### src/rtl/tstb_pkg.sv
package tstb_pkg;
    localparam int SEQ_W  = 16;
    localparam int TS_W   = 64;
    localparam int WORD_W = 32;
    localparam int NWORDS = TS_W / WORD_W;
    localparam int STAT_W = SEQ_W + 3;

    // Field order is what software decodes: seq in 15:0, valid 16, pending 17, source 18.
    typedef struct packed {
        logic             src_sw;
        logic             pending;
        logic             valid;
        logic [SEQ_W-1:0] seq;
    } tstb_stat_t;

    localparam tstb_stat_t STAT_EMPTY = '{src_sw: 1'b0, pending: 1'b0, valid: 1'b0, seq: '0};

    function automatic logic [STAT_W-1:0] stat_to_word(input tstb_stat_t s);
        return s;
    endfunction

    function automatic logic stat_busy(input tstb_stat_t s);
        return s.valid | s.pending;
    endfunction
endpackage

### src/rtl/tstb_ctrl.sv
module tstb_ctrl
    import tstb_pkg::*;
(
    input  logic             clk,
    input  logic             rst,
    input  logic             clr,
    input  logic             cap_stb,
    input  logic             cap_sw,
    input  logic [SEQ_W-1:0] cap_seq,
    input  logic             egr_stb,
    output tstb_stat_t       stat,
    output logic             ts_load
);
    tstb_stat_t stat_q, stat_d;
    logic       take_cap;

    assign take_cap = cap_stb && !stat_busy(stat_q) && !clr;
    assign ts_load  = egr_stb && stat_q.pending && !clr;

    always_comb begin
        stat_d = stat_q;
        if (clr) begin
            stat_d = STAT_EMPTY;
        end else if (take_cap) begin
            stat_d.seq     = cap_seq;
            stat_d.src_sw  = cap_sw;
            stat_d.pending = 1'b1;
            stat_d.valid   = 1'b0;
        end else if (ts_load) begin
            stat_d.pending = 1'b0;
            stat_d.valid   = 1'b1;
        end
    end

    always_ff @(posedge clk) begin
        if (rst) stat_q <= STAT_EMPTY;
        else     stat_q <= stat_d;
    end

    assign stat = stat_q;


    excl_flags_chk: assert property (@(posedge clk) disable iff (rst)
        $onehot0({stat_q.valid, stat_q.pending}));

    cap_idle_chk: assert property (@(posedge clk) disable iff (rst)
        (cap_stb && !stat_q.valid && !stat_q.pending && !clr)
        |=> (stat_q.pending && stat_q.seq == $past(cap_seq) && stat_q.src_sw == $past(cap_sw)));

    cap_busy_chk: assert property (@(posedge clk) disable iff (rst)
        (cap_stb && (stat_q.valid || stat_q.pending) && !clr && !egr_stb) |=> $stable(stat_q));

    egr_pend_chk: assert property (@(posedge clk) disable iff (rst)
        (egr_stb && stat_q.pending && !clr)
        |=> (stat_q.valid && !stat_q.pending && $stable(stat_q.seq) && $stable(stat_q.src_sw)));

    clr_all_chk: assert property (@(posedge clk) disable iff (rst)
        clr |=> (stat_q == STAT_EMPTY));
endmodule

### src/rtl/tstb_tsreg.sv
module tstb_tsreg
    import tstb_pkg::*;
#(
    parameter int P_TS_W   = TS_W,
    parameter int P_WORD_W = WORD_W,
    localparam int NW      = P_TS_W / P_WORD_W
) (
    input  logic                         clk,
    input  logic                         rst,
    input  logic                         clr,
    input  logic                         load,
    input  logic [P_TS_W-1:0]            ts_in,
    output logic [NW-1:0][P_WORD_W-1:0]  words
);
    for (genvar w = 0; w < NW; w++) begin : g_word
        logic [P_WORD_W-1:0] word_q;
        always_ff @(posedge clk) begin
            if (rst || clr) word_q <= '0;
            else if (load)  word_q <= ts_in[w*P_WORD_W +: P_WORD_W];
        end
        assign words[w] = word_q;
    end


    ts_load_chk: assert property (@(posedge clk) disable iff (rst)
        (load && !clr) |=> (words == $past(ts_in)));

    ts_hold_chk: assert property (@(posedge clk) disable iff (rst)
        (!load && !clr) |=> $stable(words));

    ts_clr_chk: assert property (@(posedge clk) disable iff (rst)
        clr |=> (words == '0));
endmodule

### src/rtl/tx_ts_track.sv
module tx_ts_track
    import tstb_pkg::*;
(
    input  logic                clk,
    input  logic                rst,
    input  logic                cap_stb,
    input  logic                cap_sw,
    input  logic [SEQ_W-1:0]    cap_seq,
    input  logic                egr_stb,
    input  logic [TS_W-1:0]     egr_ts,
    input  logic                wr_en,
    input  logic                wr_valid_bit,
    output logic [STAT_W-1:0]   stat_word,
    output logic [WORD_W-1:0]   ts_lo_word,
    output logic [WORD_W-1:0]   ts_hi_word
);
    logic                          clr;
    logic                          ts_load;
    tstb_stat_t                    stat;
    logic [NWORDS-1:0][WORD_W-1:0] words;

    assign clr = wr_en && wr_valid_bit;

    tstb_ctrl u_ctrl (
        .clk(clk), .rst(rst), .clr(clr),
        .cap_stb(cap_stb), .cap_sw(cap_sw), .cap_seq(cap_seq),
        .egr_stb(egr_stb), .stat(stat), .ts_load(ts_load)
    );

    tstb_tsreg #(.P_TS_W(TS_W), .P_WORD_W(WORD_W)) u_ts (
        .clk(clk), .rst(rst), .clr(clr), .load(ts_load),
        .ts_in(egr_ts), .words(words)
    );

    assign stat_word  = stat_to_word(stat);
    assign ts_lo_word = words[0];
    assign ts_hi_word = words[NWORDS-1];


    word_map_chk: assert property (@(posedge clk) disable iff (rst)
        (stat_word[16] && $rose(stat_word[16])) |-> ({ts_hi_word, ts_lo_word} == $past(egr_ts)));
endmodule

### config.mk
export PLATFORM = sky130hd
export DESIGN_NAME = tx_ts_track
export DESIGN_NICKNAME = d
export VERILOG_FILES = /design/src/rtl/tstb_pkg.sv /design/src/rtl/tstb_ctrl.sv /design/src/rtl/tstb_tsreg.sv /design/src/rtl/tx_ts_track.sv
export SDC_FILE = /design/constraint.sdc
export NUM_CORES = 1
export LEC_CHECK = 0
export BUFFER_PORTS_ARGS = -buffer_cell sky130_fd_sc_hd__buf_2
export CAP_MARGIN = 20
export CORE_MARGIN = 2
export CORE_UTILIZATION = 32
export CTS_CLUSTER_SIZE = 20
export DETAILED_ROUTE_END_ITERATION = 16
export SETUP_SLACK_MARGIN = 0.3
export SLEW_MARGIN = 5
export SYNTH_ARGS = -nofsm -noshare
export SYNTH_HDL_FRONTEND = slang
export SYNTH_SLANG_ARGS = --single-unit
### constraint.sdc
create_clock -name clk -period 1.75 [get_ports clk]
set_clock_uncertainty 0.2 [all_clocks]
set_input_delay 0.175 -clock clk [delete_from_list [all_inputs] [get_ports clk]]
set_output_delay 0.175 -clock clk [all_outputs]
set_load 0.02 [all_outputs]
==> metrics.yaml, run 1 <==
run_status:
  status: "finished clean"
synthesis:
  async_flop_share_pct: 0
  synth.top_cell.area_share_pct: 52.85
  synth-seq-cells: 83
  synth_area_leaders: "dfxtp_1 (53%), a21oi_1 (13%), nand3_1 (10%)"
  syn_area_per_cell_um2: 8.340
  syn_nets: 464
  synth_edf_count: 0
  ys.flop_type: "dfxtp_1"
  ys.warnings.count: 0
  yosys.area.top_type: "dfxtp_1"
  synth_common_cells: "dfxtp_1 (83), a21oi_1 (82), nand3_1 (64)"
  ys_types: 20
  yosysMostFrequentCell: "dfxtp_1"
  syn_inst: 377
  synth_area_um2: 3144
  seq_area_frac_synth_pct: 52.85
clock_tree:
  cts_tree: "done"
  cts.sinks: 83
  numCtsBuffers: 9
  h-tree-depth: 3
  clock_latency_ps: 330
  cts.clk_slew.worst_paths_ps: 80
  clockBufferDepth: 2
  cts_root_buffer: "clkbuf_8"
floorplan:
  fp.coreArea_um2: 9639
  rows: 36
  ioPinCount: 170
  die_area_um2: 10630
  initial_core_util_pct: 32.62
  die_w_um: 103.1
  die_y_um: 103.1
routing:
  post-route-drc-count: 0
  vias: 3661
  vias_per_cell: 4.868
  ant_nets: 0
  wl_per_cell_um: 14.81
  drt_iter0_markers: 148
  drt-pass1-iter-count: 4
  routed_wl_um: 11130
global_route:
  grt_use_total_pct: 18.47
  grt_pass1_wl_um: 15430
  met2_usage_pct: 29.92
  grt.busiest_layer: "met2"
  antenna_found_initial: 0
  gr-total-overflow: 0
  grt_max_degree: 68
  grtUsageMet3_pct: 5.831
  use_met1_pct: 23.89
  grt_pass1_vias: 3160
final_layout:
  layout.cells.non_filler: 752
  syn2layout_area_growth_pct: 65.38
  fin_nets: 701
  fill_cells: 902
  drive_gt1_share_pct: 33.28
  n_antenna_cell: 0
pwr:
  power.share.switching_pct: 24.99
  p_clk_share_pct: 35.0
  peakVddDrop_uv: 405.8
  power.internal_mw: 3.043
  p_sw_mw: 1.014
  cellLeakagePower_nw: 2.241
  seqPwrFrac_pct: 48.5
  power.density_nw_per_um2: 780.3
  power_mw: 4.057
  comb_power_share_pct: 16.5
sta:
  worst_pin_slew_ps: 625.0
  fin_crit_sh_pct: 81.89
  relSlewSlack_pct: 58.33
  max_freq_mhz: 697.8
  rsz0062_at_grt: "yes"
  hold_violations: 0
  finalSetupViolCount: 0
  drv_slew: 0
  tns_ps: 0
  fin_crit_ps: 1433
setup_path:
  worstPathCellList: "dlygate4sd3_1 > buf_4 > nor3b_4 > buf_4 > a2111oi_2"
  setup.worst_path.start_class: "input port"
  critPathKind: "input port to flop"
  r2r-end: "u_ts.g_word[1].word_q[12]"
  worst-path-buf-inv: 3
  crit_required_ps: 1790
  crit_top_cell: "buf_4"
  worst-path-stages: 5
  r2r_slack_ps: 360
  crit_family: "buffers and inverters"
  cp-end-kind: "flop"
  critPathMaxFanout: 5
  arrival_ps: 1470
  slowest_stage: "dlygate4sd3_1"
  r2r-start: "u_ctrl.stat[17]"
  crit_path_end: "u_ctrl.stat[16]"
  cpPeakStageDelay_ps: 540
  critPathLaunch: "cap_stb"
  ff2ff_path_depth: 4
placement:
  dp_cells: 647
  io_buffers: 169
  gp_congestion: 0.7463
  place_hpwl_um: 6025
run:
  drv_cap: 0
min_path:
  min_path_type: "input port to flop"
## registers in the layout, indices dropped and copies added (netlist names)
name                flops
u_ctrl.stat            19
u_ts.g_word.word_q     64
## routing by layer
layer | vias to the layer above | wire length [um] | share of wire (%)
met4 | 0 | 95 | 0.85
met5 | - | 0 | 0
met3 | 9 | 934 | 8.4
met2 | 148 | 5225 | 47
li1 | 1800 | - | -
met1 | 1704 | 4878 | 44
## kinds of logic (layout without fill, tap and decap cells)
kind of cell,after synthesis,after routing,share of synthesized area [%]
DFF,83,83,52.85
and+or+nand+nor,106,108,16.24
AOI/OAI and AO/OA,147,147,23.72
buffers and inverters,41,281,7.202
## timing repair
item                       4_1_cts  5_1_grt
buffers inserted                 0        1
setup endpoints to repair       17       46
hold endpoints to repair        83        0
resized for setup                1        9
hold buffers                    83        0
cloned                           0        5
pin swaps                        0        0
## worst register-to-register path: stages, from the launching register on
cell and delay, ps:
dfxtp_4 420, and2_4 220, clkbuf_16 230, nand3_1 150, a21oi_1 120
## area by class of cell
| type | count | area [um2] | share of cell area (%) |
|---|---|---|---|
| clock buffers | 15 | 176.4 | 3.393 |
| clock inverters | 1 | 30.03 | 0.5775 |
| inverters | 1 | 3.754 | 0.07218 |
| multi-input cells | 255 | 1291 | 24.83 |
| flip-flops and latches | 83 | 1667 | 32.05 |
| well taps | 133 | 166.4 | 3.200 |
| repair buffers | 264 | 1866 | 35.88 |
## cells in the final DEF, fill, tap and decap left out
master         instances
buf_12                 4
nand3_1               64
bufinv_16              1
inv_1                  1
or3b_4                 3
buf_4                  4
buf_2                168
and2_4                 2
clkbuf_8              12
clkbuf_16              2
nor3b_4                1
dfxtp_1               81
a2111oi_2              1
o21ai_1                9
dlygate4sd3_1         83
a21oi_1               82
o21ai_0               55
dfxtp_2                1
nor4_1                 1
dfxtp_4                1
nand2_2                2
buf_6                  3
clkbuf_1               3
nand2b_2               1
nand2_1               34
## power by group through the flow
stage / logic, mW / clock network (mW) / registers (mW)
detailed placement: 0.480 / 0 / 2.01
global route: 0.725 / 1.56 / 1.97
floorplan: 0.216 / 0 / 2.07
CTS: 0.626 / 1.48 / 1.96
finish: 0.670 / 1.42 / 1.97
global placement: 0.475 / 0 / 2.01
## how the worst min path moves through the flow
stage / from / endpoint / slack, ps / cells past startpoint
2_1_floorplan: rst / u_ctrl.stat[16] / 40 / 1
3_3_place_gp: rst / u_ctrl.stat[16] / 180 / 2
3_5_place_dp: rst / u_ctrl.stat[16] / 180 / 2
4_1_cts: egr_stb / u_ctrl.stat[16] / 130 / 4
5_1_grt: egr_stb / u_ctrl.stat[16] / 180 / 4
6_report: egr_stb / u_ctrl.stat[16] / 170 / 4
## through the flow
step / hold WS, ps / utilization (%) / area [um2] / worst slack [ps]
floorplan: 43.53 / - / 3149 / 301.5
global placement: 179.8 / 42.10 / 4058 / 217.5
detailed placement: 181.8 / 42.10 / 4058 / 197.7
CTS: 132.0 / 52.88 / 5097 / 318.6
global route: 177.4 / 53.95 / 5200 / 275.5
finish: 166.6 / 53.95 / 5200 / 316.9
(Power assumes the default switching activity.)
==> run 2, diff against run 1 <==
--- a/config.mk
+++ b/config.mk
@@ -5,6 +5,7 @@
 export SDC_FILE = /design/constraint.sdc
 export NUM_CORES = 1
 export LEC_CHECK = 0
+export ABC_AREA = 1
 export BUFFER_PORTS_ARGS = -buffer_cell sky130_fd_sc_hd__buf_2
 export CAP_MARGIN = 20
 export CORE_MARGIN = 2
==> constraint.sdc (replaced) <==
create_clock -name clk -period 1.25 [get_ports clk]
set_clock_uncertainty 0.2 [all_clocks]
set_input_delay 0.125 -clock clk [delete_from_list [all_inputs] [get_ports clk]]
set_output_delay 0.125 -clock clk [all_outputs]
set_load 0.02 [all_outputs]
==> metrics.yaml, run 2 <==
run_status:
  status: "finished, violations left"
  violations: "hold timing, setup timing"
clock_tree:
  clockBufferDepth: 2
  cts.sinks: 83
  cts.clk_slew.worst_paths_ps: 80
  numCtsBuffers: 9
  cts_root_buffer: "clkbuf_8"
  h-tree-depth: 3
  cts_tree: "done"
  clock_latency_ps: 340
final_layout:
  largest_reg_flops: 64
  layout.cells.non_filler: 797
  drive_gt1_share_pct: 48.19
  final_area_um2: 6061
  n_antenna_cell: 0
  top_register: "u_ts.g_word.word_q"
  utilization_pct: 61.44
  fin_nets: 747
  syn2layout_area_growth_pct: 84.96
  final_common_cell: "nor2_1"
  final_cell_mix: "nor2_1 (152), buf_2 (86), buf_6 (85), dfxtp_2 (80), dlygate4sd3_1 (67)"
sta:
  timing.hold.ws_ps: -136.4
  finalSetupViolCount: 82
  worst_pin_slew_ps: 226.9
  tns_ps: -4803
  hold_violations: 17
  drv_slew: 0
  fin_crit_ps: 1378
  max_freq_mhz: 725.9
  rsz0062_at_grt: "yes"
  layout_setup_ws_ps: -127.5
  fin_crit_sh_pct: 110.2
  relSlewSlack_pct: 84.81
routing:
  drt_iter0_markers: 161
  ant_nets: 0
  post-route-drc-count: 0
  vias: 3722
  routed_wl_um: 11100
  wl_per_cell_um: 13.93
  drt-pass1-iter-count: 4
  vias_per_cell: 4.670
placement:
  place_hpwl_um: 6574
  gp_congestion: 0.7369
  dp_cells: 696
  placed_area_um2: 4357
  io_buffers: 169
global_route:
  grt_pass1_wl_um: 16900
  gr-total-overflow: 0
  grt_max_degree: 38
  antenna_found_initial: 0
  grt_use_total_pct: 18.70
  grt_pass1_vias: 3599
pwr:
  peakVddDrop_uv: 568.6
  cellLeakagePower_nw: 2.657
  power.density_nw_per_um2: 969.4
run:
  drv_cap: 0
synthesis:
  seq_area_frac_synth_pct: 50.71
  yosys.area.top_type: "dfxtp_1"
  ys.warnings.count: 0
  synth_area_leaders: "dfxtp_1 (51%), nor2_1 (19%), o211ai_1 (15%)"
  synth-seq-cells: 83
  ys_types: 17
  synth.top_cell.area_share_pct: 50.71
  yosysMostFrequentCell: "nor2_1"
  syn_inst: 409
  ys.flop_type: "dfxtp_1"
  synth_area_um2: 3277
  synth_common_cells: "nor2_1 (162), dfxtp_1 (83), o211ai_1 (64)"
  syn_nets: 496
  syn_area_per_cell_um2: 8.012
  async_flop_share_pct: 0
  synth_edf_count: 0
floorplan:
  die_w_um: 105.2
  ioPinCount: 170
  die_y_um: 105.2
  die_area_um2: 11070
  rows: 36
  fp.coreArea_um2: 9864
  initial_core_util_pct: 33.22
setup_path:
  crit_required_ps: 1320
  cp-end-kind: "flop"
  critPathKind: "flop to flop"
  critPathMaxFanout: 5
  arrival_ps: 1450
  setup.worst_path.start_class: "flop"
min_path:
  min_path_type: "input port to flop"
[run 2: cell types whose count changed in the layout (fill, tap and decap cells not counted), moves of 17 or more]
cell,previous run,this run
buf_6,3,85
nand3_1,64,1
nand4_1,0,17
inv_1,1,19
dfxtp_1,81,1
buf_4,4,22
nor2_1,0,152
dfxtp_2,1,80
o21ai_0,55,0
o211ai_1,0,64
buf_2,168,86
a21oi_1,82,1
[run 2: routing by layer]
metal,part of all wire [%],vias up,global-route usage (%)
met5,0,-,0
met4,2.1,0,6.381
met3,5.7,25,5.926
met2,49,127,32.03
met1,43,1717,21.94
li1,-,1853,-
[run 2: final timing paths]
path	start	endpoint	slack, ps	cells after the start
worst min register to register	u_ts.g_word[0].word_q[20]	u_ts.g_word[0].word_q[20]	280	2
worst max-delay path	u_ctrl.stat[17]	u_ts.g_word[0].word_q[19]	-130	7
worst min-delay path	egr_ts[10]	u_ts.g_word[0].word_q[10]	-140	3
worst max register to register	u_ctrl.stat[17]	u_ts.g_word[0].word_q[19]	-130	7
[run 2: repair_timing]
action	in CTS	in global routing
gates resized for setup	163	102
setup buffers	5	10
setup endpoints to repair	166	166
pin swaps	0	12
hold buffers	66	1
gates cloned	1	3
endpoints found under the hold margin	83	18
[run 2: logic make-up after synthesis]
family | Yosys count | synth area share, %
AO/OA/AOI/OAI | 66 | 15.04
buffers and inverters | 55 | 8.744
flip-flops | 83 | 50.71
AND/OR/NAND/NOR | 205 | 25.51
[run 2: worst max-delay path, stage by stage (launching register included)]
cell and delay [ps]:
dfxtp_4 400, nand2_8 70, nor2_4 130, buf_6 120, buf_6 120, clkbuf_16 140, nor2_2 30, nor2_1 90
[run 2: area by class of cell]
type	count	area, um2
multi-input combinational	271	1378
clock inverter	3	17.52
inverter	21	78.83
timing repair buffer	274	2516
clock buffer	12	135.1
tap	133	166.4
sequential	83	1769
fill	785	3804
[run 2: through the flow]
stage,power [mW],setup slack (ps)
final,5.875,-127.5
after global routing,6.179,-193.0
after CTS,5.810,-46.76
after detailed placement,3.886,-58.57
after global placement,3.868,6.983
after floorplan,3.487,8.530
[run 2: where the power goes]
group          leakage (nW)  switching, mW  internal (mW)  total, mW
clock                0.0762          0.909          0.708       1.62
combinational          1.87          0.647          0.746       1.39
sequential            0.713         0.0881           2.78       2.87
